==> src/rtl/vagu_pkg.sv <==
package vagu_pkg;
  typedef enum logic [1:0] {
    MD_LOAD    = 2'b00,
    MD_STORE   = 2'b01,
    MD_GATHER  = 2'b10,
    MD_SCATTER = 2'b11
  } vagu_mode_e;
endpackage

==> src/rtl/vagu_seq.sv <==
// Element counter: walks elements, applies enables, produces done.
module vagu_seq #(
  parameter int MAXN = 16,
  localparam int IW = $clog2(MAXN),
  localparam int CW = $clog2(MAXN + 1)
) (
  input  logic            clk,
  input  logic            rst_n,
  input  logic            start,
  input  logic [CW-1:0]   cnt_in,
  input  logic            mask_en,
  input  logic [MAXN-1:0] mask_in,
  input  logic            ready,
  output logic            busy,
  output logic [IW-1:0]   idx,
  output logic            act,
  output logic            adv,
  output logic            go,
  output logic            done
);
  logic [CW-1:0]   cnt_q;
  logic [MAXN-1:0] en_q;
  logic            last;

  assign go   = start && !busy;
  assign act  = busy && en_q[idx];
  assign adv  = busy && (!en_q[idx] || ready);
  assign last = (CW'(idx) + CW'(1)) == cnt_q;

  always_ff @(posedge clk or negedge rst_n) begin
    if (!rst_n) begin
      busy  <= 1'b0;
      idx   <= '0;
      cnt_q <= '0;
      en_q  <= '0;
      done  <= 1'b0;
    end else begin
      done <= 1'b0;
      if (go) begin
        cnt_q <= cnt_in;
        en_q  <= mask_en ? mask_in : '1;
        idx   <= '0;
        if (cnt_in == '0) done <= 1'b1;
        else              busy <= 1'b1;
      end else if (adv) begin
        if (last) begin
          busy <= 1'b0;
          done <= 1'b1;
        end else begin
          idx <= idx + IW'(1);
        end
      end
    end
  end
endmodule

==> src/rtl/vagu_addr.sv <==
// Address former: strided accumulator or base plus per-element offset.
module vagu_addr #(
  parameter int AW   = 32,
  parameter int OFFW = 16,
  parameter int MAXN = 16,
  localparam int IW  = $clog2(MAXN)
) (
  input  logic                 clk,
  input  logic                 rst_n,
  input  logic                 go,
  input  logic                 adv,
  input  vagu_pkg::vagu_mode_e mode_in,
  input  logic [AW-1:0]        base_in,
  input  logic [AW-1:0]        stride_in,
  input  logic [MAXN*OFFW-1:0] offs_in,
  input  logic [IW-1:0]        idx,
  output logic [AW-1:0]        addr,
  output logic                 we
);
  vagu_pkg::vagu_mode_e mode_q;
  logic [AW-1:0]        base_q, stride_q, acc_q;
  logic [MAXN*OFFW-1:0] offs_q;
  logic [OFFW-1:0]      offs_arr [MAXN];

  for (genvar g = 0; g < MAXN; g++) begin : g_unpack
    assign offs_arr[g] = offs_q[g*OFFW +: OFFW];
  end

  always_ff @(posedge clk or negedge rst_n) begin
    if (!rst_n) begin
      mode_q   <= vagu_pkg::MD_LOAD;
      base_q   <= '0;
      stride_q <= '0;
      acc_q    <= '0;
      offs_q   <= '0;
    end else if (go) begin
      mode_q   <= mode_in;
      base_q   <= base_in;
      stride_q <= stride_in;
      acc_q    <= base_in;
      offs_q   <= offs_in;
    end else if (adv) begin
      acc_q <= acc_q + stride_q;
    end
  end

  assign addr = mode_q[1] ? base_q + AW'(offs_arr[idx]) : acc_q;
  assign we   = mode_q[0];
endmodule

==> src/rtl/vec_agu.sv <==
module vec_agu #(
  parameter int AW   = 32,
  parameter int OFFW = 16,
  parameter int MAXN = 16,
  parameter int CNTW = 8,
  localparam int IW  = $clog2(MAXN),
  localparam int CW  = $clog2(MAXN + 1)
) (
  input  logic                 clk,
  input  logic                 rst_n,
  input  logic                 start,
  input  logic [1:0]           mode,
  input  logic [AW-1:0]        base,
  input  logic [AW-1:0]        stride,
  input  logic [CNTW-1:0]      count,
  input  logic                 mask_en,
  input  logic [MAXN-1:0]      mask,
  input  logic [MAXN*OFFW-1:0] offs_vec,
  output logic                 m_valid,
  input  logic                 m_ready,
  output logic [AW-1:0]        m_addr,
  output logic                 m_we,
  output logic [IW-1:0]        m_idx,
  output logic                 busy,
  output logic                 done
);
  logic [CW-1:0] cnt_eff;
  logic          act, adv, go;

  assign cnt_eff = (count > CNTW'(MAXN)) ? CW'(MAXN) : CW'(count);

  vagu_seq #(.MAXN(MAXN)) u_seq (
    .clk(clk), .rst_n(rst_n), .start(start), .cnt_in(cnt_eff),
    .mask_en(mask_en), .mask_in(mask), .ready(m_ready),
    .busy(busy), .idx(m_idx), .act(act), .adv(adv), .go(go), .done(done)
  );

  vagu_addr #(.AW(AW), .OFFW(OFFW), .MAXN(MAXN)) u_addr (
    .clk(clk), .rst_n(rst_n), .go(go), .adv(adv),
    .mode_in(vagu_pkg::vagu_mode_e'(mode)), .base_in(base),
    .stride_in(stride), .offs_in(offs_vec), .idx(m_idx),
    .addr(m_addr), .we(m_we)
  );

  assign m_valid = act;
endmodule

==> config.mk <==
export PLATFORM = sky130hd
export DESIGN_NAME = vec_agu
export DESIGN_NICKNAME = d
export VERILOG_FILES = /design/src/rtl/vagu_pkg.sv /design/src/rtl/vagu_seq.sv /design/src/rtl/vagu_addr.sv /design/src/rtl/vec_agu.sv
export SDC_FILE = /design/constraint.sdc
export NUM_CORES = 1
export LEC_CHECK = 0
export ABC_CLOCK_PERIOD_IN_PS = 6750
export BUFFER_PORTS_ARGS = -buffer_cell sky130_fd_sc_hd__buf_2
export CORE_ASPECT_RATIO = 1.5
export CORE_UTILIZATION = 45
export DETAILED_ROUTE_END_ITERATION = 16
export MAX_ROUTING_LAYER = met4
export PLACE_DENSITY = 0.65
export SLEW_MARGIN = 15
export SYNTH_ARGS = -nofsm -noshare
export SYNTH_HDL_FRONTEND = slang
export SYNTH_SLANG_ARGS = --single-unit
==> constraint.sdc <==
create_clock -name clk -period 6.75 [get_ports clk]
set_input_delay 1.35 -clock clk [delete_from_list [all_inputs] [get_ports clk]]
set_output_delay 1.35 -clock clk [all_outputs]
set_load 0.01 [all_outputs]
==> impl_results.md, run 1 <==
* Status: finished clean
* Cell Count, Final, Fillers Out at 3,207
* CTS root buffer: clkbuf_16
* Critical Path Slowest Stage Cell: dfrtp_4
* Clock Skew at 0.02491 ns
* Fin crit share at 93.06%
* Max Fanout on Critical Path at 21
* EDFF count, synth at 0
* Worst Path Buf+Inv at 3
* Vias per cell at 5.399
* Simple-gate area share of the yosys netlist at 23.64%
* Synth Net Count at 2,676
* Detailed Route WL at 63.86 mm
* Post-route setup TNS at 0 ns
* Avg Cell Area, Syn at 8.632 um2
* Final WS setup at 0.4686 ns
* Io pins at 391
* Vias in the first global route at 17,200
* Drc violations at 0
* Post-synth top area cell: dfrtp_1
* Initial Util at 45.74%
* Register area share after synthesis at 48.55%
* Pre-CTS setup slack at 0.6456 ns
* Post-route ant nets at 0
* CTS tree: done
* Leak at 12.16 nW
* Post-Synth XOR/XNOR Area at 2.854%
* Die Area at 44,500 um2
* DIE WIDTH at 172.6 um
* Fmax at 0.1592 GHz
* Clk buf depth at 3
* Most frequent cells in the layout: nand2_1, buf_2, dfrtp_1
* Largest family of logic cells by synthesized area: simple AND/OR/NAND/NOR gates
* Async S/R FF share, synth at 100.0%
* Mux share of post-synthesis cell area at 8.646%
* Flops & latches, synth at 381
* Row cnt at 93
* Post-DP HPWL at 48.37 mm
* Antenna violations before repair at 2
* Top post-synthesis cells by area: dfrtp_1, nand2_1, mux4_2
* Synthesis Warnings at 0
* First-pass GRT wire length at 97.06 mm
* CTS buffer count at 39
* DRT Pass-1 Iters at 7
* Commonest non-fill, non-tap cell in the layout: nand2_1
* GRT Residual Overflow at 0
* Setup crit end kind: output port
* Clk Latency, worst-skew pair at 0.55 ns
* Die height at 257.9 um
* MaxCap Viol Count at 0
* Layout cell share with drive strength beyond 1 at 21.30%
* Tot Pwr at 13.38 mW
* Reg clk slew, reported paths at 0.07 ns
* CP max stage delay at 0.70 ns
* Hold Vio Cnt, Final at 0
* RSZ-0062 raised after global routing: no
* Worst-margin pin slew at 1.096 ns
* Synthesized netlist cell count at 2,275
* Top_reg_cell synth: dfrtp_1
* Worst setup path class: register to output port
* Largest net degree at the start of global routing at 218
* Post-synthesis compound-gate area fraction at 9.627%
* Vias at 17,320
* Period minus WS final at 6.281 ns
* Distinct cells, synth at 59
* PortBufs at 390
* Worst vdd ir at 0.0002773 V
* Area grow syn2layout at 19.07%
* Worst reg-to-reg setup slack at 2.75 ns
* # setup viols final at 0
* PwrDens at 572.3 nW/um2
* CP Launch Type: register
* Placer Congestion at 0.9751
* Sink Count at 381
* CP Data Required Time at 5.40 ns
* Post-Place Cells at 3,134
* Pins over their slew limit at 0
* Final nets at 3,007
* Slew Limit Headroom at 26.92%
* Yosys top cell area share at 48.55%
* WL per Instance at 19.91 um
* All-Layer GR Usage at 29.37%
* Critical path, cell by cell: buf_4, mux2i_1, a221oi_1, a22oi_1, nand2_1, ha_1, o2111ai_1, a211oi_1, o2111ai_1, a21boi_1, nor3_1, buf_4, nor4b_1, xnor2_1, a21oi_1, buf_2
* Crit path max-delay family: compound AO/OA/AOI/OAI gates
* Core Box Area at 42,940 um2
* CP arrival at 4.93 ns
* DRT iter0 DRCs at 1,203
* Worst Hold Class: register to register
* Adder-cell share of the synthesized area at 3.262%
* Cell Area, Synth at 19,640 um2
* H-Tree Depth at 2
## worst paths after layout
check                             startpoint           endpoint  cells after the start
setup / recovery                u_seq.idx[0]         m_addr[28]                     16
setup reg to reg                u_seq.idx[0]       u_seq.idx[3]                      9
hold reg to reg            u_addr.offs_q[27]  u_addr.offs_q[27]                      2
hold / removal             u_addr.offs_q[27]  u_addr.offs_q[27]                      2
min in group asynchronous              rst_n  u_addr.base_q[29]                      1
max in group asynchronous              rst_n  u_addr.offs_q[42]                      2
## metrics by stage
step / utilization (%) / cell area (um2) / hold WS [ns]
after floorplan: - / 19640 / 0.4401
after global placement: 51.38 / 22060 / 0.4531
after detailed placement: 51.38 / 22060 / 0.4580
after CTS: 54.39 / 23350 / 0.4729
after global routing: 54.45 / 23380 / 0.4864
final: 54.46 / 23380 / 0.4737
## where the power goes
part	total, mW	switching, mW	internal, mW
registers	4.24	0.863	3.38
logic	6.95	4.11	2.84
clock network	2.19	0.927	1.26
total	13.4	5.90	7.48
## per-layer routing
layer  up-vias  GRT usage (%)  share of wire [%]
met1      8343          33.62                 38
li1       8160              -                  -
met3       170          3.048                5.1
met2       643          50.67                 51
met5         -              -                  0
met4         0          15.65                5.8
## tightest hold or removal path, stage by stage, from the launching register on
cell,delay (ns)
dfrtp_1,0.34
nand2_1,0.05
nand2_1,0.05
## Yosys cell counts (3+ instances only)
| cell | number |
|---|---|
| or3_1 | 3 |
| nand3_1 | 19 |
| o21bai_1 | 4 |
| buf_6 | 3 |
| inv_1 | 39 |
| xnor2_1 | 44 |
| buf_2 | 10 |
| clkbuf_1 | 107 |
| o31ai_1 | 4 |
| o211ai_1 | 14 |
| nor4b_1 | 4 |
| mux2_2 | 27 |
| nor2b_1 | 8 |
| o21ai_1 | 28 |
| nor3_1 | 9 |
| ha_1 | 48 |
| a21oi_1 | 95 |
| nand2_1 | 1035 |
| buf_1 | 8 |
| a22oi_1 | 16 |
| o21ai_0 | 41 |
| mux4_2 | 37 |
| a221oi_1 | 16 |
| a22o_1 | 3 |
| nand2b_1 | 6 |
| nor4_1 | 3 |
| a21o_1 | 20 |
| dfrtp_1 | 381 |
| nand3b_1 | 4 |
| nor2_1 | 72 |
| and2_1 | 4 |
| o21a_1 | 10 |
| and3_1 | 5 |
| a31oi_1 | 25 |
| xor2_1 | 20 |
| a211oi_1 | 8 |
| nand4_1 | 7 |
| mux2i_1 | 56 |
| o22ai_1 | 6 |
## state kept, by name (all words and copies together), names as in the netlist
signal and count:
u_seq.done 1, u_addr.stride_q 32, u_addr.acc_q 32, u_seq.en_q 16
u_addr.mode_q 2, u_seq.cnt_q 5, u_seq.busy 1, u_addr.base_q 32
u_seq.idx 4, u_addr.offs_q 256
## cell families (layout without fill, tap and decap cells)
kind of cell	count (synthesis)	count (layout)
AND/OR/NAND/NOR	1186	1186
multiplexers	120	120
adder cells (fa/ha/maj)	50	50
buffers and inverters	169	528
flip-flops	381	381
AO/OA/AOI/OAI	305	305
other	0	3
XOR/XNOR	64	64
## cell type report
class | instances | area [um2]
fillers | 3965 | 19550
flip-flops and latches | 381 | 9539
multi-input cells | 1725 | 9453
repair buffers | 419 | 2230
clock buffers | 56 | 1140
well taps | 570 | 713.2
clock inverters | 13 | 151.4
inverters | 40 | 150.1
diodes | 3 | 7.507
## timing repair
item                       4_1_cts  5_1_grt
hold endpoints to repair         0        0
gates resized for setup          0        1
hold buffers                     0        0
setup endpoints to repair        0       12
buffers inserted                 0        1
Note: power is estimated with default switching activity, not from simulation.
==> inputs of run 2 (changes only) <==
ABC_AREA = 1   (was unset)
HOLD_SLACK_MARGIN = 0.05   (was unset)
SKIP_CTS_REPAIR_TIMING = 1   (was unset)
==> impl_results.md, run 2 <==
* Largest net degree at the start of global routing at 187
* CP Data Required Time at 5.40 ns
* Layout filler cell count at 4,675
* Detailed Route WL at 75.62 mm
* Io pins at 391
* Top reg by flops: u_addr.offs_q
* Post-route setup TNS at 0 ns
* Fin crit share at 92.98%
* Avg Cell Area, Syn at 6.937 um2
* Vias in the first global route at 20,600
* Critical path, cell by cell: inv_4, buf_4, nand2_1, a221oi_1, o21ai_0, nand2_1, ha_1, nand2_1, nor2_1, inv_1, nor3_1, nand3_1, nand3_1, nand2_1, a31oi_1, buf_2
* Cell Count, Final, Fillers Out at 3,956
* PortBufs at 390
* Slew Limit Headroom at 29.89%
* Hold path cells at 2
* Sink Count at 381
* WL per Instance at 19.12 um
* Worst reg-to-reg setup slack at 2.82 ns
* Adder-cell share of the synthesized area at 3.053%
* RSZ-0062 raised after global routing: no
* Antenna violations before repair at 1
* Distinct cells, synth at 39
* All-Layer GR Usage at 32.87%
* Most frequent cell on the critical path: nand2_1
* DRT Pass-1 Iters at 5
* Final nets at 3,740
* Vias at 20,740
* Initial Util at 45.74%
* Synthesis Warnings at 0
* Area grow syn2layout at 17.33%
* Flops & latches, synth at 381
* Worst vdd ir at 0.0002509 V
* Post-Synth XOR/XNOR Area at 0.7513%
* Depth of the most critical reg-to-reg path at 15
* Async S/R FF share, synth at 100.0%
* Placer Congestion at 0.9783
* Critical Path Slowest Stage Cell: dfrtp_4
* Post-route ant nets at 0
* Row cnt at 96
* DIE WIDTH at 178.3 um
* Pins over their slew limit at 0
* Worst-margin pin slew at 1.052 ns
* Final WS setup at 0.4742 ns
* CP Launch Type: register
* Clock Skew at 0.02496 ns
* Die Area at 47,520 um2
* Top post-synthesis cells by area: dfrtp_1, nand2_1, o21ai_0
* Hold Vio Cnt, Final at 0
* Post-layout instance area at 24,620 um2
* Layout cell share with drive strength beyond 1 at 14.47%
* Post-Place Cells at 3,885
* Commonest non-fill, non-tap cell in the layout: nand2_1
* Core Util, Final at 53.66%
* Clk Latency, worst-skew pair at 0.56 ns
* CP arrival at 4.93 ns
* Area after DPL at 23,320 um2
* Post-synthesis compound-gate area fraction at 8.824%
* Fmax at 0.1593 GHz
* Core Box Area at 45,880 um2
* Synth Net Count at 3,426
* Yosys top cell area share at 45.43%
* Period minus WS final at 6.276 ns
* Post-synth top area cell: dfrtp_1
* DRT iter0 DRCs at 1,387
* Post-DP HPWL at 56.24 mm
* Synthesized netlist cell count at 3,025
* EDFF count, synth at 0
* Mux share of post-synthesis cell area at 0%
* CTS root buffer: clkbuf_16
* Most numerous cell in the Yosys netlist: nand2_1
* Status: finished clean
* Tot Pwr at 13.69 mW
* Cell Area, Synth at 20,990 um2
* Setup crit end kind: output port
* CTS tree: done
* Clk buf depth at 3
* GRT Residual Overflow at 0
* First-pass GRT wire length at 113.9 mm
* Worst Hold Class: register to register
* Reg clk slew, reported paths at 0.07 ns
* Vias per cell at 5.243
* Most frequent cells in the layout: nand2_1, buf_2, dfrtp_1
* Leak at 13.74 nW
* Die height at 266.5 um
* H-Tree Depth at 2
* Worst setup path class: register to output port
* Simple-gate area share of the yosys netlist at 35.08%
* CTS buffer count at 40
* Top_reg_cell synth: dfrtp_1
* PwrDens at 555.9 nW/um2
* MaxCap Viol Count at 0
* Max Fanout on Critical Path at 62
* Drc violations at 0
* Largest register FFs at 256
* Register area share after synthesis at 45.43%
* CP max stage delay at 0.67 ns
* Top cells by count, synth: nand2_1, dfrtp_1, inv_1
* Largest family of logic cells by synthesized area: simple AND/OR/NAND/NOR gates
* WHS at 0.4653 ns
* # setup viols final at 0
* Pre-CTS setup slack at 1.127 ns
run 2: layout make-up:
type	count	area (um2)	area share (%)
Antenna cell	3	7.507	0.03049
Clock buffer	55	1127	4.578
Clock inverter	13	166.4	0.6758
Inverter	219	832.0	3.379
Multi-Input combinational cell	2284	10020	40.69
Sequential cell	381	9538	38.74
Tap cell	588	735.7	2.988
Timing Repair Buffer	413	2197	8.923
run 2: logic make-up (layout without fill, tap and decap cells):
logic type | Yosys count | after routing
compound gates | 335 | 335
xor+xnor | 18 | 18
fa+ha+maj | 50 | 50
buf+inv | 360 | 700
flops | 381 | 381
other cells | 0 | 3
simple gates | 1881 | 1881
run 2: power by group:
| group | switching [mW] | internal [mW] | total [mW] | leakage, nW |
|---|---|---|---|---|
| Clock | 0.962 | 1.29 | 2.25 | 0.627 |
| Sequential | 0.763 | 3.38 | 4.14 | 4.71 |
| Combinational | 4.95 | 2.35 | 7.30 | 8.41 |
| Total | 6.67 | 7.01 | 13.7 | 13.7 |
run 2: critical path: cells and delay by family (launching register included):
kind,cells,cell delay (ns)
AND/OR/NAND/NOR,8,1.29
buffers and inverters,4,1.18
AO/OA/AOI/OAI,3,0.92
flip-flops,1,0.67
adder cells (fa/ha/maj),1,0.22
run 2: path summary, 6_finish.rpt:
| path | end | from |
|---|---|---|
| hold reg to reg | u_addr.offs_q[145] | u_addr.offs_q[145] |
| max in group asynchronous | u_addr.offs_q[117] | rst_n |
| min in group asynchronous | u_addr.stride_q[7] | rst_n |
| setup / recovery | m_addr[22] | u_seq.idx[0] |
| setup reg to reg | u_addr.acc_q[21] | u_seq.idx[1] |
| hold / removal | u_addr.offs_q[145] | u_addr.offs_q[145] |
run 2: layer usage:
metal	GRT usage, %	part of all wire [%]	vias to the layer above
met5	-	0	-
met4	24.69	8.6	0
met3	2.920	4.3	223
met2	54.69	49	728
met1	36.34	38	9648
li1	-	-	10140
==> inputs of run 3 (changes only) <==
CAP_MARGIN = 20   (was unset)
CORE_UTILIZATION = 55   (was 45)
PLACE_DENSITY = 0.77   (was 0.65)
RECOVER_POWER = 50   (was unset)
==> impl_results.md, run 3 (synthesis gave the netlist of run 2 again) <==
* Depth of the most critical reg-to-reg path at 9
* Row cnt at 87
* Failing checks: capacitance limit, slew limit
* CTS tree: done
* Fmax at 0.1594 GHz
* Initial Util at 55.88%
* Internal at 7.129 mW
* N_diodes at 0
* Most frequent cells in the layout: nand2_1, buf_2, dfrtp_1
* Final nets at 3,736
* Top reg by flops: u_addr.offs_q
* Sink Count at 381
* Met1 Wirelength at 25.90 mm
* Pins over their slew limit at 296
* Clk buf depth at 3
* DIE WIDTH at 161.5 um
* Slew Limit Headroom at -216.4%
* Status: finished with violations
* DRT Pass-1 Iters at 6
* DRT iter0 DRCs at 1,818
* Antenna violations before repair at 1
* CTS buffer count at 40
* Leak at 13.76 nW
* Part of the power in registers at 30.0%
* CTS root buffer: clkbuf_16
* Post-route ant nets at 0
* WL per Instance at 19.31 um
* Met2 wire len at 37.55 mm
* Die Area at 38,960 um2
* Commonest non-fill, non-tap cell in the layout: nand2_1
* PortBufs at 390
* Clk pwr share at 16.9%
* Period minus WS final at 6.275 ns
* Post-route setup TNS at 0 ns
* Largest net degree at the start of global routing at 210
* H-Tree Depth at 2
* Worst Hold Class: register to register
* Vias at 21,350
* Setup crit end kind: output port
* Hold path cells at 2
* Hold Vio Cnt, Final at 0
* Worst vdd ir at 0.0003384 V
* Top routing layer used: met4
* All-Layer GR Usage at 39.59%
* CP arrival at 4.93 ns
* Vias in the first global route at 20,850
* RSZ-0062 raised after global routing: no
* Drc violations at 0
* Worst-margin pin slew at 4.746 ns
* Io pins at 391
* Comb pwr share at 53.2%
* Tot Pwr at 13.92 mW
* Met3 WL at 4.140 mm
* Clock Skew at 0.01554 ns
* Largest register FFs at 256
* Layout cell share with drive strength beyond 1 at 14.38%
* Clk Latency, worst-skew pair at 0.55 ns
* Switch Pwr at 6.786 mW
* Area grow syn2layout at 16.80%
* Vias per cell at 5.539
* PwrDens at 567.7 nW/um2
* First-pass GRT wire length at 112.9 mm
* CP Data Required Time at 5.40 ns
* CP Launch Type: register
* Fin crit share at 92.97%
* Max Fanout on Critical Path at 79
* GRT Residual Overflow at 0
* Detailed Route WL at 74.41 mm
* Worst setup path class: register to output port
* # setup viols final at 0
* Post-DP HPWL at 55.37 mm
* MaxCap Viol Count at 2
* Sw frac at 48.77%
* Core Box Area at 37,550 um2
* Placer Congestion at 1.071
* Reg clk slew, reported paths at 0.06 ns
* Die height at 241.2 um
-- run 3: path summary, 6_finish.rpt --
path                                    start                  to  slack [ns]
max reg2reg                        u_seq.busy          u_seq.busy        1.13
max                              u_seq.idx[0]          m_addr[24]        0.47
min in group asynchronous               rst_n  u_addr.stride_q[6]        2.72
min reg2reg                u_addr.offs_q[147]  u_addr.offs_q[147]        0.47
max in group asynchronous               rst_n  u_addr.offs_q[141]        1.32
min                        u_addr.offs_q[147]  u_addr.offs_q[147]        0.47
-- run 3: through the flow --
step                      hold slack [ns]  setup slack, ns  area, um2  utilization, %  instances
final                              0.4667           0.4745      24510           65.27       3854
after global routing               0.4862           0.2607      24510           65.27       3854
after floorplan                    0.4366            2.226      20990               -       3025
after global placement             0.4500            1.173      23170           61.69       3782
after CTS                          0.4691           0.5624      24530           65.33       3854
after detailed placement           0.4531            1.164      23170           61.69       3782
-- run 3: power groups by stage --
stage	registers [mW]	clock network (mW)	logic [mW]
floorplan	3.87	0	4.98
global placement	4.14	0	7.14
detailed placement	4.15	0	7.28
CTS	4.13	2.36	7.32
global route	4.26	2.45	8.24
finish	4.17	2.35	7.40
-- run 3: final cells by class --
class,instances,area (um2)
Sequential cell,381,9538
Fill cell,3420,13040
Timing Repair Buffer,409,2151
Tap cell,489,611.8
Clock buffer,52,1076
Multi-Input combinational cell,2284,10010
Inverter,219,832.0
Clock inverter,20,291.5
-- run 3: worst max-delay path, cell delays in order, from the launching register on --
cell,delay (ns)
dfrtp_4,0.50
inv_4,0.57
buf_12,0.30
nand2_1,0.09
a221oi_1,0.64
o21ai_0,0.32
nand2_1,0.22
ha_1,0.22
nand2_1,0.12
o21a_1,0.19
nand2_1,0.14
nand2_1,0.09
nand2_1,0.17
nand2_1,0.19
o21ai_0,0.19
nand3_1,0.15
nand2_1,0.10
buf_2,0.13
-- run 3: per-layer routing --
metal / vias up / track usage [%]
li1: 10110 / -
met1: 9952 / 41.81
met2: 988 / 67.87
met3: 299 / 4.023
met4: 0 / 31.48
met5: - / -
